--- config.mk ---
export PLATFORM = sky130hd
export DESIGN_NAME = pm_event_ctrl
export DESIGN_NICKNAME = d
export VERILOG_FILES = /design/src/rtl/pm_evt_pkg.sv /design/src/rtl/pm_btn_timer.sv /design/src/rtl/pm_sts_bank.sv /design/src/rtl/pm_evt_route.sv /design/src/rtl/pm_event_ctrl.sv
export SDC_FILE = /design/constraint.sdc
export NUM_CORES = 1
export LEC_CHECK = 0
export BUFFER_PORTS_ARGS = -buffer_cell sky130_fd_sc_hd__buf_4
export CAP_MARGIN = 20
export CORE_MARGIN = 2
export CORE_UTILIZATION = 35
export CTS_CLUSTER_SIZE = 8
export DETAILED_ROUTE_END_ITERATION = 10
export HOLD_SLACK_MARGIN = 0.12
export SLEW_MARGIN = 20
export SYNTH_ARGS = -nofsm -noshare
export SYNTH_HDL_FRONTEND = slang
export SYNTH_SLANG_ARGS = --single-unit
--- constraint.sdc ---
create_clock -name clk -period 1.9 [get_ports clk]
set_input_delay 0.095 -clock clk [delete_from_list [all_inputs] [get_ports clk]]
set_output_delay 0.095 -clock clk [all_outputs]
set_load 0.005 [all_outputs]
--- src/rtl/pm_evt_pkg.sv ---
package pm_evt_pkg;

  localparam int REG_W = 16;

  // bit positions that the routing and the timer decode
  localparam int B_TMR = 0;
  localparam int B_GBL = 5;
  localparam int B_BTN = 8;
  localparam int B_RTC = 10;
  localparam int B_OVR = 11;
  localparam int B_WAK = 15;

  localparam logic [REG_W-1:0] STS_MASK  = 16'h8D21;
  localparam logic [REG_W-1:0] EN_MASK   = 16'h0521;
  localparam logic [REG_W-1:0] SCI_SRC   = 16'h0521;
  localparam logic [REG_W-1:0] SMI_SRC   = 16'h0501;
  localparam logic [REG_W-1:0] WAKE_SRC  = 16'h0500;

  // reset domains of the status bits
  localparam logic [REG_W-1:0] AON_DOM   = 16'h0800;
  localparam logic [REG_W-1:0] RSM_DOM   = 16'h8500;

  typedef enum logic {
    SEL_STS = 1'b0,
    SEL_EN  = 1'b1
  } reg_sel_e;

endpackage

--- src/rtl/pm_btn_timer.sv ---
module pm_btn_timer #(
  parameter int SYNC_STAGES = 2,
  parameter int TICK_DIV    = 32768,
  parameter int HOLD_TICKS  = 4
) (
  input  logic clk,
  input  logic rst_n,
  input  logic btn_n_i,
  output logic held_o,
  output logic press_o,
  output logic fire_o
);

  localparam int PW = (TICK_DIV > 1) ? $clog2(TICK_DIV) : 1;
  localparam int HW = $clog2(HOLD_TICKS + 1);
  localparam logic [PW-1:0] PRESC_LAST = PW'(TICK_DIV - 1);
  localparam logic [HW-1:0] HOLD_LAST  = HW'(HOLD_TICKS - 1);
  localparam logic [HW-1:0] HOLD_SAT   = HW'(HOLD_TICKS);

  logic [SYNC_STAGES-1:0] sync_q;
  logic                   held_d_q;
  logic [PW-1:0]          presc_q;
  logic [HW-1:0]          hold_q;
  logic                   tick;

  generate
    if (SYNC_STAGES == 1) begin : g_sync1
      always_ff @(posedge clk or negedge rst_n) begin
        if (!rst_n) sync_q <= '1;
        else        sync_q <= btn_n_i;
      end
    end else begin : g_syncn
      always_ff @(posedge clk or negedge rst_n) begin
        if (!rst_n) sync_q <= '1;
        else        sync_q <= {sync_q[SYNC_STAGES-2:0], btn_n_i};
      end
    end
  endgenerate

  assign held_o = ~sync_q[SYNC_STAGES-1];

  always_ff @(posedge clk or negedge rst_n) begin
    if (!rst_n) held_d_q <= 1'b0;
    else        held_d_q <= held_o;
  end

  assign press_o = held_o & ~held_d_q;

  // prescaler runs only while the button is held
  always_ff @(posedge clk or negedge rst_n) begin
    if (!rst_n)                     presc_q <= '0;
    else if (!held_o)               presc_q <= '0;
    else if (presc_q == PRESC_LAST) presc_q <= '0;
    else                            presc_q <= presc_q + 1'b1;
  end

  assign tick = held_o && (presc_q == PRESC_LAST);

  // tick counter saturates after the override so it fires once per press
  always_ff @(posedge clk or negedge rst_n) begin
    if (!rst_n)                        hold_q <= '0;
    else if (!held_o)                  hold_q <= '0;
    else if (tick && hold_q != HOLD_SAT) hold_q <= hold_q + 1'b1;
  end

  assign fire_o = tick && (hold_q == HOLD_LAST);

  a_r8_fire_single: assert property (@(posedge clk) disable iff (!rst_n)
    fire_o |=> !fire_o);
  a_r8_fire_needs_hold: assert property (@(posedge clk) disable iff (!rst_n)
    fire_o |-> $past(held_o));
  a_r3_press_single: assert property (@(posedge clk) disable iff (!rst_n)
    press_o |=> !press_o);

endmodule

--- src/rtl/pm_sts_bank.sv ---
module pm_sts_bank
  import pm_evt_pkg::*;
(
  input  logic             clk,
  input  logic             rst_por_n,
  input  logic             rst_rsm_n,
  input  logic             rst_core_n,
  input  logic             wr_i,
  input  reg_sel_e         sel_i,
  input  logic [REG_W-1:0] wdata_i,
  input  logic [REG_W-1:0] set_i,
  input  logic [REG_W-1:0] hw_clr_i,
  output logic [REG_W-1:0] sts_o,
  output logic [REG_W-1:0] en_o,
  output logic [REG_W-1:0] rdata_o
);

  logic [REG_W-1:0] sw_clr;
  logic [REG_W-1:0] nxt_all;

  assign sw_clr  = (wr_i && sel_i == SEL_STS) ? wdata_i : '0;
  // a hardware set wins over any clear in the same cycle
  assign nxt_all = (sts_o & ~(sw_clr | hw_clr_i)) | set_i;

  generate
    for (genvar b = 0; b < REG_W; b++) begin : g_bit
      if (!STS_MASK[b]) begin : g_rsv
        assign sts_o[b] = nxt_all[b] & STS_MASK[b];
      end else if (AON_DOM[b]) begin : g_aon
        logic bit_q;
        always_ff @(posedge clk or negedge rst_por_n) begin
          if (!rst_por_n) bit_q <= 1'b0;
          else            bit_q <= nxt_all[b];
        end
        assign sts_o[b] = bit_q;
      end else if (RSM_DOM[b]) begin : g_rsm
        logic bit_q;
        always_ff @(posedge clk or negedge rst_rsm_n) begin
          if (!rst_rsm_n) bit_q <= 1'b0;
          else            bit_q <= nxt_all[b];
        end
        assign sts_o[b] = bit_q;
      end else begin : g_core
        logic bit_q;
        always_ff @(posedge clk or negedge rst_core_n) begin
          if (!rst_core_n) bit_q <= 1'b0;
          else             bit_q <= nxt_all[b];
        end
        assign sts_o[b] = bit_q;
      end
    end
  endgenerate

  always_ff @(posedge clk or negedge rst_core_n) begin
    if (!rst_core_n)                  en_o <= '0;
    else if (wr_i && sel_i == SEL_EN) en_o <= wdata_i & EN_MASK;
  end

  assign rdata_o = (sel_i == SEL_EN) ? en_o : sts_o;

  a_r1_w1c_clears: assert property (@(posedge clk)
    disable iff (!rst_core_n || !rst_rsm_n || !rst_por_n)
    (wr_i && sel_i == SEL_STS && wdata_i[B_TMR] && !set_i[B_TMR]) |=> !sts_o[B_TMR]);
  a_r1_zero_keeps: assert property (@(posedge clk)
    disable iff (!rst_core_n || !rst_rsm_n || !rst_por_n)
    (wr_i && sel_i == SEL_STS && set_i == '0 && hw_clr_i == '0)
      |=> (sts_o == ($past(sts_o) & ~$past(wdata_i))));
  a_r1_set_wins: assert property (@(posedge clk)
    disable iff (!rst_core_n || !rst_rsm_n || !rst_por_n)
    set_i[B_GBL] |=> sts_o[B_GBL]);

endmodule

--- src/rtl/pm_evt_route.sv ---
module pm_evt_route
  import pm_evt_pkg::*;
(
  input  logic             clk,
  input  logic             rst_n,
  input  logic [REG_W-1:0] sts_i,
  input  logic [REG_W-1:0] en_i,
  input  logic             sci_en_i,
  input  logic             in_sleep_i,
  output logic             sci_o,
  output logic             smi_o,
  output logic             wake_o
);

  logic [REG_W-1:0] live;
  logic any_sci, any_smi, any_wake;

  assign live     = sts_i & en_i;
  assign any_sci  = |(live & SCI_SRC);
  assign any_smi  = |(live & SMI_SRC);
  assign any_wake = |(live & WAKE_SRC);

  assign sci_o  = !in_sleep_i &&  sci_en_i && any_sci;
  assign smi_o  = !in_sleep_i && !sci_en_i && any_smi;
  assign wake_o =  in_sleep_i && any_wake;

  a_r4_sci_smi_excl: assert property (@(posedge clk) disable iff (!rst_n)
    !(sci_o && smi_o));
  a_r5_sleep_quiet: assert property (@(posedge clk) disable iff (!rst_n)
    in_sleep_i |-> !(sci_o || smi_o));
  a_r4_gbl_no_smi: assert property (@(posedge clk) disable iff (!rst_n)
    (smi_o && !sts_i[B_TMR] && !sts_i[B_BTN]) |-> (sts_i[B_RTC] && en_i[B_RTC]));

endmodule

--- src/rtl/pm_event_ctrl.sv ---
module pm_event_ctrl
  import pm_evt_pkg::*;
#(
  parameter int SYNC_STAGES = 2,
  parameter int TICK_DIV    = 32768,
  parameter int HOLD_TICKS  = 4
) (
  input  logic        clk,
  input  logic        rst_por_n,
  input  logic        rst_rsm_n,
  input  logic        rst_core_n,
  input  logic        reg_wr,
  input  logic        reg_addr,
  input  logic [15:0] reg_wdata,
  output logic [15:0] reg_rdata,
  input  logic        pwrbtn_n,
  input  logic        rtc_alarm,
  input  logic        tmr_evt,
  input  logic        gbl_evt,
  input  logic        sci_en,
  input  logic        in_sleep,
  output logic        sci,
  output logic        smi,
  output logic        wake_req,
  output logic        s5_req
);

  logic             btn_held, btn_press, ovr_fire;
  logic [REG_W-1:0] set_vec, hw_clr_vec, sts, en;
  logic             s5_q;
  reg_sel_e         sel;

  assign sel = reg_sel_e'(reg_addr);

  pm_btn_timer #(
    .SYNC_STAGES (SYNC_STAGES),
    .TICK_DIV    (TICK_DIV),
    .HOLD_TICKS  (HOLD_TICKS)
  ) u_btn (
    .clk     (clk),
    .rst_n   (rst_core_n),
    .btn_n_i (pwrbtn_n),
    .held_o  (btn_held),
    .press_o (btn_press),
    .fire_o  (ovr_fire)
  );

  always_comb begin
    set_vec        = '0;
    set_vec[B_TMR] = tmr_evt;
    set_vec[B_GBL] = gbl_evt;
    set_vec[B_BTN] = btn_press;
    set_vec[B_RTC] = rtc_alarm;
    set_vec[B_OVR] = ovr_fire;
    set_vec[B_WAK] = wake_req;
    hw_clr_vec        = '0;
    hw_clr_vec[B_BTN] = ovr_fire;
  end

  pm_sts_bank u_bank (
    .clk        (clk),
    .rst_por_n  (rst_por_n),
    .rst_rsm_n  (rst_rsm_n),
    .rst_core_n (rst_core_n),
    .wr_i       (reg_wr),
    .sel_i      (sel),
    .wdata_i    (reg_wdata),
    .set_i      (set_vec),
    .hw_clr_i   (hw_clr_vec),
    .sts_o      (sts),
    .en_o       (en),
    .rdata_o    (reg_rdata)
  );

  pm_evt_route u_route (
    .clk        (clk),
    .rst_n      (rst_core_n),
    .sts_i      (sts),
    .en_i       (en),
    .sci_en_i   (sci_en),
    .in_sleep_i (in_sleep),
    .sci_o      (sci),
    .smi_o      (smi),
    .wake_o     (wake_req)
  );

  always_ff @(posedge clk or negedge rst_core_n) begin
    if (!rst_core_n) s5_q <= 1'b0;
    else             s5_q <= ovr_fire;
  end
  assign s5_req = s5_q;

  a_r8_override_effect: assert property (@(posedge clk)
    disable iff (!rst_core_n || !rst_rsm_n || !rst_por_n)
    ovr_fire |=> (sts[B_OVR] && !sts[B_BTN] && s5_req));
  a_r8_s5_pulse: assert property (@(posedge clk)
    disable iff (!rst_core_n || !rst_rsm_n || !rst_por_n)
    s5_req |=> !s5_req);
  a_r6_wake_latch: assert property (@(posedge clk)
    disable iff (!rst_core_n || !rst_rsm_n || !rst_por_n)
    wake_req |=> sts[B_WAK]);
  a_r3_press_sets: assert property (@(posedge clk)
    disable iff (!rst_core_n || !rst_rsm_n || !rst_por_n)
    (btn_press && btn_held) |=> sts[B_BTN]);

endmodule

# ---- Word-level counts from Yosys, hierarchy flattened
# Index checks and enable logic that the tools add are counted.
dict set report op_classes {
  n_mux 6
  bitwise 9
  reduce_logical 16
  eq_ne 3
  addsub 2
}
# cell count
set ops {}
lappend ops {{$mux W16} 2}
lappend ops {{$mux W15} 2}
lappend ops {{$and A16 B16 Y16} 1}
lappend ops {{$not A16 Y16} 1}
lappend ops {{$or A16 B16 Y16} 1}
lappend ops {{$or A16 B9 Y16} 1}
lappend ops {{$add A15 B1 Y15 const B} 1}
lappend ops {{$eq A15 B15 Y1 const B} 1}
lappend ops {{$and A11 B11 Y11} 1}
lappend ops {{$logic_and A1 B1 Y1} 10}
lappend ops {{$mux W3} 2}
lappend ops {{$reduce_or A4 Y1} 1}
lappend ops {{$add A3 B1 Y3 const B} 1}
lappend ops {{$eq A3 B2 Y1 const B} 1}
lappend ops {{$ne A3 B3 Y1 const B} 1}
lappend ops {{$not A1 Y1} 3}
lappend ops {{$reduce_or A3 Y1} 1}
lappend ops {{$logic_not A1 Y1} 2}
lappend ops {{$reduce_bool A2 Y1} 1}
lappend ops {{$reduce_or A2 Y1} 1}
lappend ops {{$and A1 B1 Y1} 1}
dict set report word_totals {
  word_cells 48
  reg_bits 32
}

# ---- Longest topological paths before layout
# Gate-level depths: netlist of run 1.
dict set report logic_depth {
  ltp_word 7
  depth_mapped 7
}

# ---- Modules after synthesis
# From an unflattened synthesis of run 1, not the netlist that was laid out.
dict set report hier_totals {
  hier_cells 186
  area_unflattened_um2 1884.3
}
# mod n_inst cells_each area_per_inst_um2
set by_module_without_submodules {}
lappend by_module_without_submodules {pm_btn_timer 1 98 1012.2}
lappend by_module_without_submodules {pm_sts_bank 1 79 799.5}
lappend by_module_without_submodules {pm_evt_route 1 7 43.8}
lappend by_module_without_submodules {pm_event_ctrl 1 2 28.8}

# ---- Worst setup path before layout of run 1
# No wires, ideal clock.
dict set report synth_path {
  path_kind {register to register}
  from {reg u_btn.presc_q[0]}
  to {reg u_btn.hold_q[0]}
  slack_ps 286
  path_stages_with_launch 7
  arrival_ps 1487
  cell_sequence {dfrtp_1 -> ha_1 -> and4_1 -> buf_4 -> nand4_4 -> a21oi_4 -> mux2_1}
}
dict set report synth_between {
  elab_chain_cells 4
}
# item line
set synth_lines {}
lappend synth_lines {{start: declaration} pm_btn_timer.sv:22} ;# logic [PW-1:0] presc_q;
lappend synth_lines {{start signal: assignment} pm_btn_timer.sv:54} ;# else presc_q <= presc_q + 1'b1;
lappend synth_lines {{$eq A15 B15 Y1} pm_btn_timer.sv:57} ;# assign tick = held_o && (presc_q == PRESC_LAST);
lappend synth_lines {{$logic_and A1 B1 Y1} pm_btn_timer.sv:57}
lappend synth_lines {{$logic_and A1 B1 Y1} pm_btn_timer.sv:63} ;# else if (tick && hold_q != HOLD_SAT) hold_q <= hold_q + 1'b1;
lappend synth_lines {{$reduce_bool A2 Y1 (no source line)} -}
lappend synth_lines {{end signal: assignment} pm_btn_timer.sv:63}
lappend synth_lines {{end: declaration} pm_btn_timer.sv:23} ;# logic [HW-1:0] hold_q;
# Every way passes these cells.
# A chain may end at the register's enable or synchronous reset.

# ---- Worst setup path in the final report of run 1
# Same ends and word-level chain as after synthesis.

==> impl_metrics.py, run 1 <==
metrics = {
    "detailed_routing": {
        "drt_iter0_markers": 85,
        "num_vias": 1164,
        "routed_wl_um": 3030,
        "wl_per_cell_um": 12.2,
        "drtAntennaViolNets": 0,
        "drc": 0,
        "first_pass_iters": 4,
        "vias_per_cell": 4.69,
    },
    "grt": {
        "grt_usage_pct": 13.2,
        "grt_pass1_wl_um": 5290,
        "grt_pass1_vias": 1213,
        "antenna_found_initial": 0,
        "grt_max_degree": 29,
        "gr-total-overflow": 0,
    },
    "yosys": {
        "ys_warn_count": 0,
        "ys_seq_area_share_pct": 49.8,
        "postSynthAreaPerCell_sq_um": 10.8,
        "ys_seq_elements": 32,
        "synth_cell_type_count": 33,
        "synthCells": 149,
        "syn_area_sq_um": 1610,
    },
    "job": {
        "drv_cap": 0,
    },
    "placement": {
        "placed_cell_area_sq_um": 1820,
        "pre_cts_slack_ns": 0.0775,
        "place_congestion": 0.798,
        "hpwl_um": 2170,
        "port_buffers": 27,
        "placedCellCount": 223,
    },
    "critical_path": {
        "reg2reg_to": "u_btn.hold_q[0]$_DFFE_PN0P_",
        "critical_path_peak_fanout": 6,
        "crit_required_ns": 2.07,
        "crit-reg2reg-launch": "u_btn.presc_q[0]$_DFF_PN0_",
        "path_class": "reg2reg",
        "r2r_cells": 5,
        "crit_chain": "ha_1 > and4_2 > nand4_4 > a21oi_4 > mux2_1",
        "max_stage_delay_ns": 0.39,
        "endpoint_kind": "register",
        "startpoint_type": "register",
        "path_buf_inv": 0,
        "arrival_ns": 1.95,
        "regToRegSetupSlack_ns": 0.12,
        "crit_family": "simple AND/OR/NAND/NOR gates",
        "critical-path-slowest-cell": "dfrtp_1",
    },
    "floorplan": {
        "coreArea_sq_um": 4380,
        "die_area_sq_um": 5160,
        "io_pins": 48,
        "start_util_pct": 36.8,
        "row_count": 24,
        "die_y_um": 71.9,
        "die_x_um": 71.9,
    },
    "sta": {
        "setup_viol": 0,
        "rsz0062_at_grt": "no",
        "tns_ns": 0,
        "setup_ws_ns": 0.117,
        "final.setup_skew_ns": 0.00396,
        "hold_viol_final": 0,
        "max_freq_mhz": 561,
        "final-max-slew-violation-count": 0,
        "timing.final.crit_period_ns": 1.78,
        "period_share_pct": 93.8,
    },
    "finish": {
        "multiInputGateArea_sq_um": 726,
        "area_growth_pct": 30.4,
        "nNetsFinal": 227,
        "regArea_sq_um": 803,
        "final_area_sq_um": 2100,
        "final_cells": 248,
        "diodes": 0,
        "fillers": 417,
        "drive_gt1_share_pct": 26.5,
    },
    "status": {
        "outcome": "completed",
    },
    "clocking": {
        "clk_path_buf_depth": 2,
        "cts_root_buf": "clkbuf_8",
        "clock_latency_ns": 0.28,
        "cts_buffers": 5,
        "htree_levels": 2,
        "cts.sinks": 32,
        "path_clk_slew_ns": 0.07,
        "cts_tree": "yes",
        "cts_setup_buffers": 0,
    },
    "power": {
        "powerDensity_nw_per_um2": 739,
        "leakagePower_nw": 0.978,
        "peakVddDrop_mv": 0.320,
    },
    "hold_path": {
        "holdCritPathClass": "in2async",
    },
}
-- cells by family (layout without fill, tap and decap cells) --
| family | count (synthesis) | in the layout | synth area share [%] |
|---|---|---|---|
| fa+ha+maj | 4 | 4 | 3.11 |
| buf+inv | 19 | 57 | 7.45 |
| compound gates | 14 | 14 | 6.13 |
| other cells | 1 | 10 | 0.233 |
| mux | 10 | 10 | 6.91 |
| simple gates | 57 | 57 | 19.8 |
| flops | 32 | 32 | 49.8 |
| xor+xnor | 12 | 12 | 6.52 |
-- report_power, final --
group | switching [mW] | leakage [nW] | internal, mW
Clock | 0.247 | 0.0541 | 0.387
Combinational | 0.0723 | 0.519 | 0.109
Sequential | 0.0239 | 0.405 | 0.713
Total | 0.343 | 0.978 | 1.21
-- worst max path at each step --
stage | startpoint | slack (ns) | endpoint | cells past startpoint
CTS | u_btn.presc_q[0]$_DFF_PN0_ | 0.06 | u_btn.hold_q[0]$_DFFE_PN0P_ | 5
detailed placement | u_btn.presc_q[0]$_DFF_PN0_ | 0.08 | u_btn.hold_q[0]$_DFFE_PN0P_ | 5
finish | u_btn.presc_q[0]$_DFF_PN0_ | 0.12 | u_btn.hold_q[0]$_DFFE_PN0P_ | 5
floorplan | u_btn.presc_q[0]$_DFF_PN0_ | 0.29 | u_btn.hold_q[0]$_DFFE_PN0P_ | 6
global placement | u_btn.presc_q[0]$_DFF_PN0_ | 0.13 | u_btn.hold_q[0]$_DFFE_PN0P_ | 5
global route | u_btn.presc_q[0]$_DFF_PN0_ | 0.01 | u_btn.hold_q[0]$_DFFE_PN0P_ | 5
-- cell usage in the layout, fill, tap and decap left out, types with 5 or more instances in the layout --
master,n
conb_1,10
clkbuf_8,5
buf_4,28
mux2_2,8
nand2_1,13
dfrtp_1,30
nor2_1,15
dlygate4sd3_1,17
xor2_1,11
nand4_1,5
a21o_1,5
-- registers in the layout, summed over array words and instances (netlist names) --
register / flops
u_btn.presc_q: 15
u_bank.en_o: 4
u_bank.g_bit.g_aon.bit_q: 1
u_bank.g_bit.g_rsm.bit_q: 3
u_btn.sync_q: 2
u_btn.hold_q: 3
u_btn.held_d_q: 1
u_bank.g_bit.g_core.bit_q: 2
s5_req: 1
-- synth_stat cells, drive strengths merged --
master   n  area [sq um]
o21ai    2          10.0
nor2b    3          18.8
a22o     1          8.76
or3      1          6.26
conb     1          3.75
dfstp    2          52.6
dfrtp   30           751
o22ai    1          6.26
mux2     9           101
and4     4          35.0
nand2   14          52.6
ha       4          50.1
and2     3          18.8
or2      1          6.26
nand2b   1          6.26
nor3b    1          18.8
xnor2    1          8.76
nand4    6          52.6
and3     2          12.5
buf     13          97.6
a21oi    5          36.3
mux2i    1          10.0
a21o     5          37.5
clkbuf   2          7.51
nand3    5          30.0
inv      4          15.0
nor2    15          56.3
xor2    11          96.3
nor3     1          5.00
-- stage by stage --
step / power (mW) / hold slack [ns] / utilization [%]
after CTS: 1.58 / 0.121 / 47.8
after global routing: 1.64 / 0.130 / 47.9
final: 1.55 / 0.136 / 47.9
after global placement: 0.901 / -0.129 / 41.4
after floorplan: 0.833 / -0.201 / -
after detailed placement: 0.905 / -0.127 / 41.4
-- timing repair --
| item | CTS | global route |
|---|---|---|
| gates resized for setup | 0 | 2 |
| setup endpoints to repair | 0 | 12 |
| hold buffers | 17 | 0 |
| hold endpoints to repair | 43 | 0 |
-- cell type report --
class | count | share of cell area, %
Tap cell | 52 | 3.10
Inverter | 4 | 0.715
Clock buffer | 5 | 3.28
Sequential cell | 32 | 38.2
Multi-Input combinational cell | 107 | 34.5
Timing Repair Buffer | 45 | 18.1
Clock inverter | 3 | 2.03
-- layer usage --
metal | track usage (%) | share of wire, %
met1 | 16.7 | 46
met2 | 21.1 | 46
met3 | 3.38 | 7.2
met4 | 6.29 | 0.99
met5 | 0 | 0
Power figures use the tool's default switching activity.
==> inputs of run 2 (changes only) <==
REMOVE_ABC_BUFFERS = 1   (was unset)
==> run 2 against run 1 <==
Effect of this change:
- sequential power hardly changed
- power fell by 7.3%
- utilization shrank 0.54 points
- critical path type unchanged
==> impl_metrics.py, run 2 (synthesis results as in run 1) <==
metrics = {
    "floorplan": {
        "io_pins": 48,
        "die_y_um": 71.9,
        "coreArea_sq_um": 4380,
        "row_count": 24,
        "die_x_um": 71.9,
        "start_util_pct": 36.8,
        "die_area_sq_um": 5160,
    },
    "power": {
        "p_int_mw": 1.11,
        "pwr-share-comb_pct": 12.6,
        "peakVddDrop_mv": 0.377,
        "leakagePower_nw": 0.976,
        "switching_share_pct": 22.9,
        "powerDensity_nw_per_um2": 693,
        "pwr-share-clk_pct": 36.2,
        "pwr-share-seq_pct": 51.2,
        "p_switching_mw": 0.329,
    },
    "clocking": {
        "cts_root_buf": "clkbuf_8",
        "cts_buffers": 5,
        "cts.sinks": 32,
        "cts_setup_buffers": 0,
        "path_clk_slew_ns": 0.07,
        "htree_levels": 2,
        "clk_path_buf_depth": 2,
        "cts_tree": "yes",
        "clock_latency_ns": 0.28,
    },
    "finish": {
        "largest_reg_flops": 15,
        "top_register": "u_btn.presc_q",
        "mostFrequentLayoutCell": "dfrtp_1",
        "largest_registers": "u_btn.presc_q (15), u_bank.en_o (4)",
        "area_growth_pct": 28.9,
        "drive_gt1_share_pct": 26.5,
        "diodes": 0,
        "final_core_utilization_pct": 47.4,
        "mostFrequentLayoutCells": "dfrtp_1 (30), buf_4 (29), dlygate4sd3_1 (16)",
        "nNetsFinal": 227,
        "fillers": 397,
        "final_area_sq_um": 2080,
    },
    "critical_path": {
        "crit_chain": "ha_1 > and4_2 > nand4_4 > a21oi_4 > mux2_1",
        "endpoint_kind": "register",
        "startpoint_type": "register",
        "crit_required_ns": 2.07,
        "reg2reg_to": "u_btn.hold_q[0]$_DFFE_PN0P_",
        "regToRegSetupSlack_ns": 0.14,
        "r2r_cells": 5,
        "crit-reg2reg-launch": "u_btn.presc_q[1]$_DFF_PN0_",
        "max_stage_delay_ns": 0.38,
        "path_class": "reg2reg",
        "arrival_ns": 1.92,
        "critical-path-slowest-cell": "dfrtp_1",
        "critical_path_peak_fanout": 6,
    },
    "detailed_routing": {
        "wl_per_cell_um": 12.3,
        "routed_wl_um": 3060,
        "drtAntennaViolNets": 0,
        "drt_iter0_markers": 30,
        "vias_per_cell": 4.76,
        "num_vias": 1180,
        "first_pass_iters": 4,
        "drc": 0,
    },
    "grt": {
        "grt_pass1_vias": 1271,
        "grt_max_degree": 29,
        "grt_usage_pct": 13.7,
        "antenna_found_initial": 0,
        "grt_pass1_wl_um": 5530,
        "gr-total-overflow": 0,
    },
    "sta": {
        "final-max-slew-violation-count": 0,
        "setup_viol": 0,
        "period_share_pct": 92.5,
        "timing.final.crit_period_ns": 1.76,
        "max_freq_mhz": 569,
        "hold_viol_final": 0,
        "rsz0062_at_grt": "no",
        "final.setup_skew_ns": 0.00683,
        "tns_ns": 0,
        "whs_ns": 0.131,
        "setup_ws_ns": 0.142,
    },
    "job": {
        "drv_cap": 0,
    },
    "status": {
        "outcome": "completed",
    },
    "placement": {
        "placed_cell_area_sq_um": 1820,
        "pre_cts_slack_ns": 0.0729,
        "port_buffers": 27,
        "hpwl_um": 2140,
        "place_congestion": 0.829,
    },
    "hold_path": {
        "holdCritPathClass": "in2async",
    },
}
run 2: cell types whose count changed in the layout (fill, tap and decap cells not counted), sizes merged:
cell | before | now
clkinvlp | 1 | 0
clkinv | 1 | 2
buf | 28 | 29
dlygate4sd3 | 17 | 16
clkbuf | 5 | 6
bufinv | 1 | 0
run 2: cell type report:
class / instances / area [sq um] / share of cell area [%]
sequential: 32 / 803 / 38.7
multi-input combinational: 107 / 723 / 34.8
timing repair buffer: 45 / 378 / 18.2
clock buffer: 6 / 82.6 / 3.98
tap: 52 / 65.1 / 3.13
inverter: 4 / 15.0 / 0.723
clock inverter: 2 / 10.0 / 0.482
run 2: how the worst max path moves through the flow:
stage                                     startpoint                     endpoint  slack [ns]  depth (start not counted)
final                     u_btn.presc_q[1]$_DFF_PN0_  u_btn.hold_q[0]$_DFFE_PN0P_        0.14                          5
after global routing      u_btn.presc_q[0]$_DFF_PN0_  u_btn.hold_q[0]$_DFFE_PN0P_        0.01                          5
after floorplan           u_btn.presc_q[0]$_DFF_PN0_  u_btn.hold_q[0]$_DFFE_PN0P_        0.25                          5
after CTS                 u_btn.presc_q[1]$_DFF_PN0_  u_btn.hold_q[0]$_DFFE_PN0P_        0.07                          5
after global placement    u_btn.presc_q[0]$_DFF_PN0_  u_btn.hold_q[0]$_DFFE_PN0P_        0.14                          5
after detailed placement  u_btn.presc_q[0]$_DFF_PN0_  u_btn.hold_q[0]$_DFFE_PN0P_        0.07                          5
run 2: per-stage QoR:
step | total power [mW] | cells
CTS | 1.46 | 248
global placement | 0.901 | 224
global route | 1.52 | 248
floorplan | 0.813 | 143
finish | 1.44 | 248
detailed placement | 0.905 | 224
run 2: timing repair:
item / CTS / global route
endpoints found under the setup margin: 0 / 12
hold buffers: 16 / 0
endpoints found under the hold margin: 43 / 0
gates resized for setup: 0 / 1
run 2: power groups by stage:
stage | clock network [mW] | logic [mW] | registers [mW]
after floorplan | 0 | 0.0708 | 0.743
after global placement | 0 | 0.153 | 0.747
after detailed placement | 0 | 0.157 | 0.749
after CTS | 0.545 | 0.183 | 0.736
after global routing | 0.573 | 0.203 | 0.742
final | 0.521 | 0.182 | 0.737
run 2: routing by layer:
layer	up-vias	track usage (%)	wire length, um
li1	575	-	-
met1	556	15.8	1360
met2	44	24.5	1440
met3	5	3.52	211
met4	0	5.03	42
met5	-	0	0
run 2: critical path, delay by kind of cell, from the launching register on:
| kind | cells | cell delay [ns] |
|---|---|---|
| and+or+nand+nor | 2 | 0.52 |
| DFF | 1 | 0.38 |
| muxes | 1 | 0.33 |
| adders and majority gates | 1 | 0.23 |
| AOI/OAI and AO/OA | 1 | 0.18 |
